## src/rtl/rstseq_pkg.sv

```systemverilog
package rstseq_pkg;

    // Sequencer phases.
    typedef enum logic [2:0] {
        SQ_IDLE,
        SQ_HOLD_A,
        SQ_WAIT_CLK,
        SQ_HOLD_B,
        SQ_SETTLE,
        SQ_LINK,
        SQ_CHECK
    } seq_state_e;

    // Outcome of the status evaluation.
    typedef enum logic [1:0] {
        VERDICT_NONE,
        VERDICT_PASS,
        VERDICT_RETRY,
        VERDICT_FAIL
    } verdict_e;

    // Status seen at the end of an attempt.
    typedef struct packed {
        logic pl4_expired;
        logic any_lock_lost;
        logic xaui_expired;
    } dev_status_t;

    // Phases during which the device reset line is held low.
    function automatic logic holds_reset(seq_state_e s);
        return (s == SQ_HOLD_A) || (s == SQ_WAIT_CLK) || (s == SQ_HOLD_B);
    endfunction

    // Phases whose length is counted in millisecond ticks.
    function automatic logic timed_phase(seq_state_e s);
        return (s == SQ_HOLD_A) || (s == SQ_HOLD_B) ||
               (s == SQ_SETTLE) || (s == SQ_LINK);
    endfunction

    // Healthy when both timers expired and no lock has been lost.
    function automatic logic status_ok(dev_status_t st);
        return st.pl4_expired && !st.any_lock_lost && st.xaui_expired;
    endfunction

    function automatic int max2(int a, int b);
        return (a > b) ? a : b;
    endfunction

endpackage

```

## src/rtl/rstseq_tick_timer.sv

```systemverilog
module rstseq_tick_timer #(
    parameter int CNT_W = 5
) (
    input  logic             clk,
    input  logic             rst,
    input  logic             restart,
    input  logic             run,
    input  logic             ms_tick,
    input  logic [CNT_W-1:0] target,
    output logic             expired
);
    logic [CNT_W-1:0] count_q;

    // Count ticks within the current phase; a phase change restarts it.
    always_ff @(posedge clk) begin
        if (rst || restart) begin
            count_q <= '0;
        end else if (run && ms_tick) begin
            count_q <= count_q + 1'b1;
        end
    end

    // The target-th tick of the phase ends it.
    assign expired = run && ms_tick && (count_q == target - 1'b1);

endmodule

```

## src/rtl/rstseq_health.sv

```systemverilog
module rstseq_health
    import rstseq_pkg::*;
#(
    parameter int LOCK_W = 4
) (
    input  logic              pl4_timer_done,
    input  logic [LOCK_W-1:0] lock_lost,
    input  logic              xaui_timer_done,
    output logic              healthy
);
    dev_status_t st;

    always_comb begin
        st.pl4_expired   = pl4_timer_done;
        st.any_lock_lost = |lock_lost;
        st.xaui_expired  = xaui_timer_done;
        healthy          = status_ok(st);
    end

endmodule

```

## src/rtl/rstseq_attempts.sv

```systemverilog
module rstseq_attempts #(
    parameter int MAX_TRIES = 3
) (
    input  logic clk,
    input  logic rst,
    input  logic first,
    input  logic bump,
    output logic last
);
    localparam int AW = $clog2(MAX_TRIES + 1);

    logic [AW-1:0] tries_q;

    // Number of the attempt in progress, starting at one.
    always_ff @(posedge clk) begin
        if (rst) begin
            tries_q <= '0;
        end else if (first) begin
            tries_q <= AW'(1);
        end else if (bump) begin
            tries_q <= tries_q + 1'b1;
        end
    end

    assign last = (tries_q >= AW'(MAX_TRIES));

endmodule

```

## src/rtl/dev_reset_sequencer.sv

```systemverilog
module dev_reset_sequencer
    import rstseq_pkg::*;
#(
    parameter int PRE_TICKS    = 2,
    parameter int POST_TICKS   = 2,
    parameter int SETTLE_TICKS = 15,
    parameter int LINK_TICKS   = 1,
    parameter int MAX_TRIES    = 3,
    parameter int LOCK_W       = 4
) (
    input  logic              clk,
    input  logic              rst,
    input  logic              start_req,
    input  logic              ms_tick,
    input  logic              clks_stable,
    input  logic              pl4_timer_done,
    input  logic [LOCK_W-1:0] lock_lost,
    input  logic              xaui_timer_done,
    output logic              dev_rst_n,
    output logic              busy,
    output logic              done,
    output logic              success
);
    localparam int MAX_PHASE = max2(max2(PRE_TICKS, POST_TICKS),
                                    max2(SETTLE_TICKS, LINK_TICKS));
    localparam int CNT_W     = $clog2(MAX_PHASE + 1);

    seq_state_e       state_q, state_d;
    verdict_e         verdict;
    logic             phase_end;
    logic             phase_restart;
    logic [CNT_W-1:0] phase_len;
    logic             healthy;
    logic             last_try;
    logic             accept;
    logic             retry;
    logic             done_q, success_q;

    // Length of the phase in progress.
    always_comb begin
        unique case (state_q)
            SQ_HOLD_A: phase_len = CNT_W'(PRE_TICKS);
            SQ_HOLD_B: phase_len = CNT_W'(POST_TICKS);
            SQ_SETTLE: phase_len = CNT_W'(SETTLE_TICKS);
            SQ_LINK:   phase_len = CNT_W'(LINK_TICKS);
            default:   phase_len = CNT_W'(1);
        endcase
    end

    rstseq_tick_timer #(
        .CNT_W(CNT_W)
    ) u_timer (
        .clk    (clk),
        .rst    (rst),
        .restart(phase_restart),
        .run    (timed_phase(state_q)),
        .ms_tick(ms_tick),
        .target (phase_len),
        .expired(phase_end)
    );

    rstseq_health #(
        .LOCK_W(LOCK_W)
    ) u_health (
        .pl4_timer_done (pl4_timer_done),
        .lock_lost      (lock_lost),
        .xaui_timer_done(xaui_timer_done),
        .healthy        (healthy)
    );

    rstseq_attempts #(
        .MAX_TRIES(MAX_TRIES)
    ) u_tries (
        .clk  (clk),
        .rst  (rst),
        .first(accept),
        .bump (retry),
        .last (last_try)
    );

    // Verdict is only meaningful in the check phase.
    always_comb begin
        verdict = VERDICT_NONE;
        if (state_q == SQ_CHECK) begin
            if (healthy) begin
                verdict = VERDICT_PASS;
            end else if (last_try) begin
                verdict = VERDICT_FAIL;
            end else begin
                verdict = VERDICT_RETRY;
            end
        end
    end

    assign accept = (state_q == SQ_IDLE) && start_req;
    assign retry  = (verdict == VERDICT_RETRY);

    // Phase sequencing.
    always_comb begin
        state_d = state_q;
        unique case (state_q)
            SQ_IDLE: begin
                if (start_req) state_d = SQ_HOLD_A;
            end
            SQ_HOLD_A: begin
                if (phase_end) state_d = clks_stable ? SQ_HOLD_B : SQ_WAIT_CLK;
            end
            SQ_WAIT_CLK: begin
                if (clks_stable) state_d = SQ_HOLD_B;
            end
            SQ_HOLD_B: begin
                if (!clks_stable)   state_d = SQ_WAIT_CLK;
                else if (phase_end) state_d = SQ_SETTLE;
            end
            SQ_SETTLE: begin
                if (phase_end) state_d = SQ_LINK;
            end
            SQ_LINK: begin
                if (phase_end) state_d = SQ_CHECK;
            end
            SQ_CHECK: begin
                state_d = retry ? SQ_HOLD_A : SQ_IDLE;
            end
            default: state_d = SQ_IDLE;
        endcase
    end

    assign phase_restart = (state_d != state_q);

    always_ff @(posedge clk) begin
        if (rst) begin
            state_q <= SQ_IDLE;
        end else begin
            state_q <= state_d;
        end
    end

    // Completion pulse and held result.
    always_ff @(posedge clk) begin
        if (rst) begin
            done_q    <= 1'b0;
            success_q <= 1'b0;
        end else begin
            done_q <= (verdict == VERDICT_PASS) || (verdict == VERDICT_FAIL);
            if (accept) begin
                success_q <= 1'b0;
            end else if (verdict == VERDICT_PASS) begin
                success_q <= 1'b1;
            end
        end
    end

    assign dev_rst_n = !holds_reset(state_q);
    assign busy      = (state_q != SQ_IDLE);
    assign done      = done_q;
    assign success   = success_q;

endmodule

```

## config.mk

```make
export PLATFORM = sky130hd
export DESIGN_NAME = dev_reset_sequencer
export DESIGN_NICKNAME = d
export VERILOG_FILES = /design/src/rtl/rstseq_pkg.sv /design/src/rtl/rstseq_tick_timer.sv /design/src/rtl/rstseq_health.sv /design/src/rtl/rstseq_attempts.sv /design/src/rtl/dev_reset_sequencer.sv
export SDC_FILE = /design/constraint.sdc
export NUM_CORES = 1
export LEC_CHECK = 0
export BUFFER_PORTS_ARGS = -buffer_cell sky130_fd_sc_hd__buf_2
export CAP_MARGIN = 30
export CORE_MARGIN = 1.5
export CORE_UTILIZATION = 50
export DETAILED_ROUTE_END_ITERATION = 6
export GPL_ROUTABILITY_DRIVEN = 0
export PLACE_DENSITY = 0.74
export SETUP_SLACK_MARGIN = 0.3
export SKIP_CTS_REPAIR_TIMING = 1
export SYNTH_ARGS = -nofsm -noshare
export SYNTH_HDL_FRONTEND = slang
export SYNTH_HIERARCHICAL = 1
export SYNTH_SLANG_ARGS = --single-unit
```

## constraint.sdc

```tcl
create_clock -name clk -period 6 [get_ports clk]
set_input_delay 0.9 -clock clk [delete_from_list [all_inputs] [get_ports clk]]
set_output_delay 0.9 -clock clk [all_outputs]
set_load 0.02 [all_outputs]
```

==> impl_metrics.csv <==
group,metric,value,unit
routing,drt_pass1_iterations,4,
sta,max_clock_freq,295,MHz
routing,vias,672,
sta,post-route-period-util,56.4,%
logic_synthesis,synthFlopType,"dfxtp_1",
placement,place_ws,2.62,ns
clocking,clk-insertion-delay-late,0.27,ns
placement,hpwlAfterDp,1090,um
worst_setup_path,end_kind,"flip-flop",
clocking,h-tree-depth,1,
routing,wl_per_cell,12.1,um
worst_setup_path,required,6.15,ns
die,die_h,41.4,um
die,ios,15,
clocking,clock_path_buffers,2,
logic_synthesis,ys_seq_elements,11,
logic_synthesis,synth_largest_area_cell,"dfxtp_1",
clocking,numClockSinks,11,
routing,ant_nets,0,
routing,drtIter0Drc,9,
clocking,clk_pin_slew,0.07,ns
grt,grt_max_degree,18,
grt,antenna_found_initial,0,
logic_synthesis,synthDistinctLibCells,35,
placement,portBuffers,14,
grt,grt_pass1_wl,2480,um
sta,finalSetupViolCount,0,
final_layout,final_layout_size_suffix_gt1_share,25.7,%
routing,viasPerCell,5.79,
sta,period_needed,3.38,ns
logic_synthesis,ys_seq_area_share,29.8,%
logic_synthesis,syn_area,738,sq um
pwr,power_density,195,nW/um^2
die,start_util,55.3,%
pwr,p_leak,0.332,nW
routing,routed_wirelength,1400,um
logic_synthesis,synth.area.top_cells,"dfxtp_1 30%, xnor2_1 5.9%, ha_1 5.1%",
grt,first_global_vias,614,
grt,grt-ovfl-total,0,
sta,setup_tns,0,ns
clocking,cts_made_buffers,3,
die,coreArea,1330,sq um
sta,finalHoldViolations,0,
flow_run,drv_cap,0,
routing,drcViolationCount,0,
min_path,hold_path.class,"reg2reg",
logic_synthesis,synth_edf_count,0,
worst_setup_path,arrival,3.53,ns
final_layout,n_fill_cell,120,
final_layout,fin_nets,116,
worst_setup_path,cp_max_fo,14,
logic_synthesis,syn_nets,100,
logic_synthesis,synth_top_area_share,29.8,%
sta,rsz0062_at_grt,"false",
pwr,vdd_drop_max,135,uV
sta,fin_ws,2.62,ns
worst_setup_path,path_class,"reg2reg",
clocking,root_buffer,"clkbuf_4",
clocking,cts_tree,"done",
logic_synthesis,syn_avg_cell_area,8.58,sq um
worst_setup_path,critPathLaunchType,"flip-flop",
sta,slew_headroom,53.3,%
logic_synthesis,async_reset_ff_share,0,%
sta,maxSlewViolCount,0,
final_layout,diodes,0,
logic_synthesis,synth_cells,86,
die,rows,13,
sta,fin_worst_skew,0.00132,ns
grt,grt_util_all_layers,18.6,%
status,status,"completed",
die,die-width,41.4,um
die,die_area,1720,sq um
sta,tightest_slew,0.698,ns
logic_synthesis,synth_warnings,6,
final_layout,syn2layout_area_growth,13.6,%
-- layer usage --
metal	track usage [%]	share of wire [%]	up-vias
li1	-	-	347
met4	5.81	1.9	0
met1	20.4	43	298
met3	7.83	6.1	6
met2	32.2	48	21
met5	0	0	-
-- area by class of cell --
class / instances / area (sq um) / share of cell area [%]
Multi-Input combinational cell: 68 / 487 / 58.1
Sequential cell: 11 / 220 / 26.3
Timing Repair Buffer: 14 / 70.1 / 8.36
Clock buffer: 3 / 22.5 / 2.69
Tap cell: 15 / 18.8 / 2.24
Inverter: 4 / 15.0 / 1.79
Clock inverter: 1 / 5.00 / 0.597
-- logic make-up after synthesis --
group	count (synthesis)	synth area share [%]
AOI/OAI and AO/OA	19	19.5
xor gates and xnor gates	8	9.49
adders and majority gates	3	5.09
buffers and inverters	7	4.24
DFF	11	29.8
muxes	3	4.24
and+or+nand+nor	35	27.6
-- sequential cells by signal, indices dropped and copies added (netlist names) --
name / count
u_tries/tries_q: 2
done: 1
success: 1
state_q: 3
u_timer/count_q: 4
-- stage by stage --
step           utilization (%)  instances  hold slack, ns  instance area, sq um  total power, mW
3_5_place_dp              60.8        112           0.494                   811            0.114
2_1_floorplan                -         86           0.496                   738            0.104
6_report                  62.9        116           0.504                   838            0.163
3_3_place_gp              60.8        112           0.501                   811            0.113
5_1_grt                   62.9        116           0.524                   838            0.174
4_1_cts                   62.9        116           0.509                   838            0.167
-- cell usage after synthesis (3+ instances only) --
| master | n |
|---|---|
| nor2_1 | 4 |
| a21oi_1 | 6 |
| nand2_1 | 5 |
| nand3_1 | 4 |
| ha_1 | 3 |
| inv_1 | 4 |
| or3_1 | 3 |
| nand2b_1 | 3 |
| o2111ai_1 | 3 |
| xnor2_1 | 5 |
| nor3_1 | 7 |
| dfxtp_1 | 11 |
| xor2_1 | 3 |
-- cell usage in the layout (no fill, tap or decap), drive strengths merged --
cell	instances
buf	14
dfxtp	11
nor3	9
a21oi	6
nand2	5
xnor2	5
nor2	4
inv	4
nand3	4
nand2b	3
or3	3
o2111ai	3
clkbuf	3
xor2	3
ha	3
and3b	2
mux2i	2
o21ai	2
or2	2
a31oi	1
mux2	1
a22oi	1
o21a	1
nand3b	1
a21o	1
o211ai	1
nor4b	1
a31o	1
clkinv	1
nand4bb	1
a2111oi	1
a211oi	1
-- worst max-delay path, stage by stage, from the launching register on --
cell	delay (ns)
dfxtp_1	0.56
nand2b_1	0.20
o21ai_0	0.29
inv_1	0.08
ha_1	0.19
xnor2_1	0.24
o2111ai_1	0.15
a2111oi_2	0.57
mux2_2	0.29
a22oi_2	0.06
o21a_1	0.13
o2111ai_1	0.39
nor3_1	0.12
-- power breakdown --
| group | switching (mW) | leakage [nW] | total, mW | internal (mW) |
|---|---|---|---|---|
| sequential | 0.00384 | 0.0892 | 0.0786 | 0.0748 |
| combinational | 0.0181 | 0.225 | 0.0326 | 0.0145 |
| clock | 0.0274 | 0.0177 | 0.0521 | 0.0247 |
-- worst paths after layout --
path | cells after the start | slack [ns] | from | endpoint
max | 12 | 2.62 | state_q[2] | u_timer/count_q[0]
max reg2reg | 12 | 2.62 | state_q[2] | u_timer/count_q[0]
min | 2 | 0.50 | success | success
min reg2reg | 2 | 0.50 | success | success
Note: power is estimated with default switching activity, not from simulation.
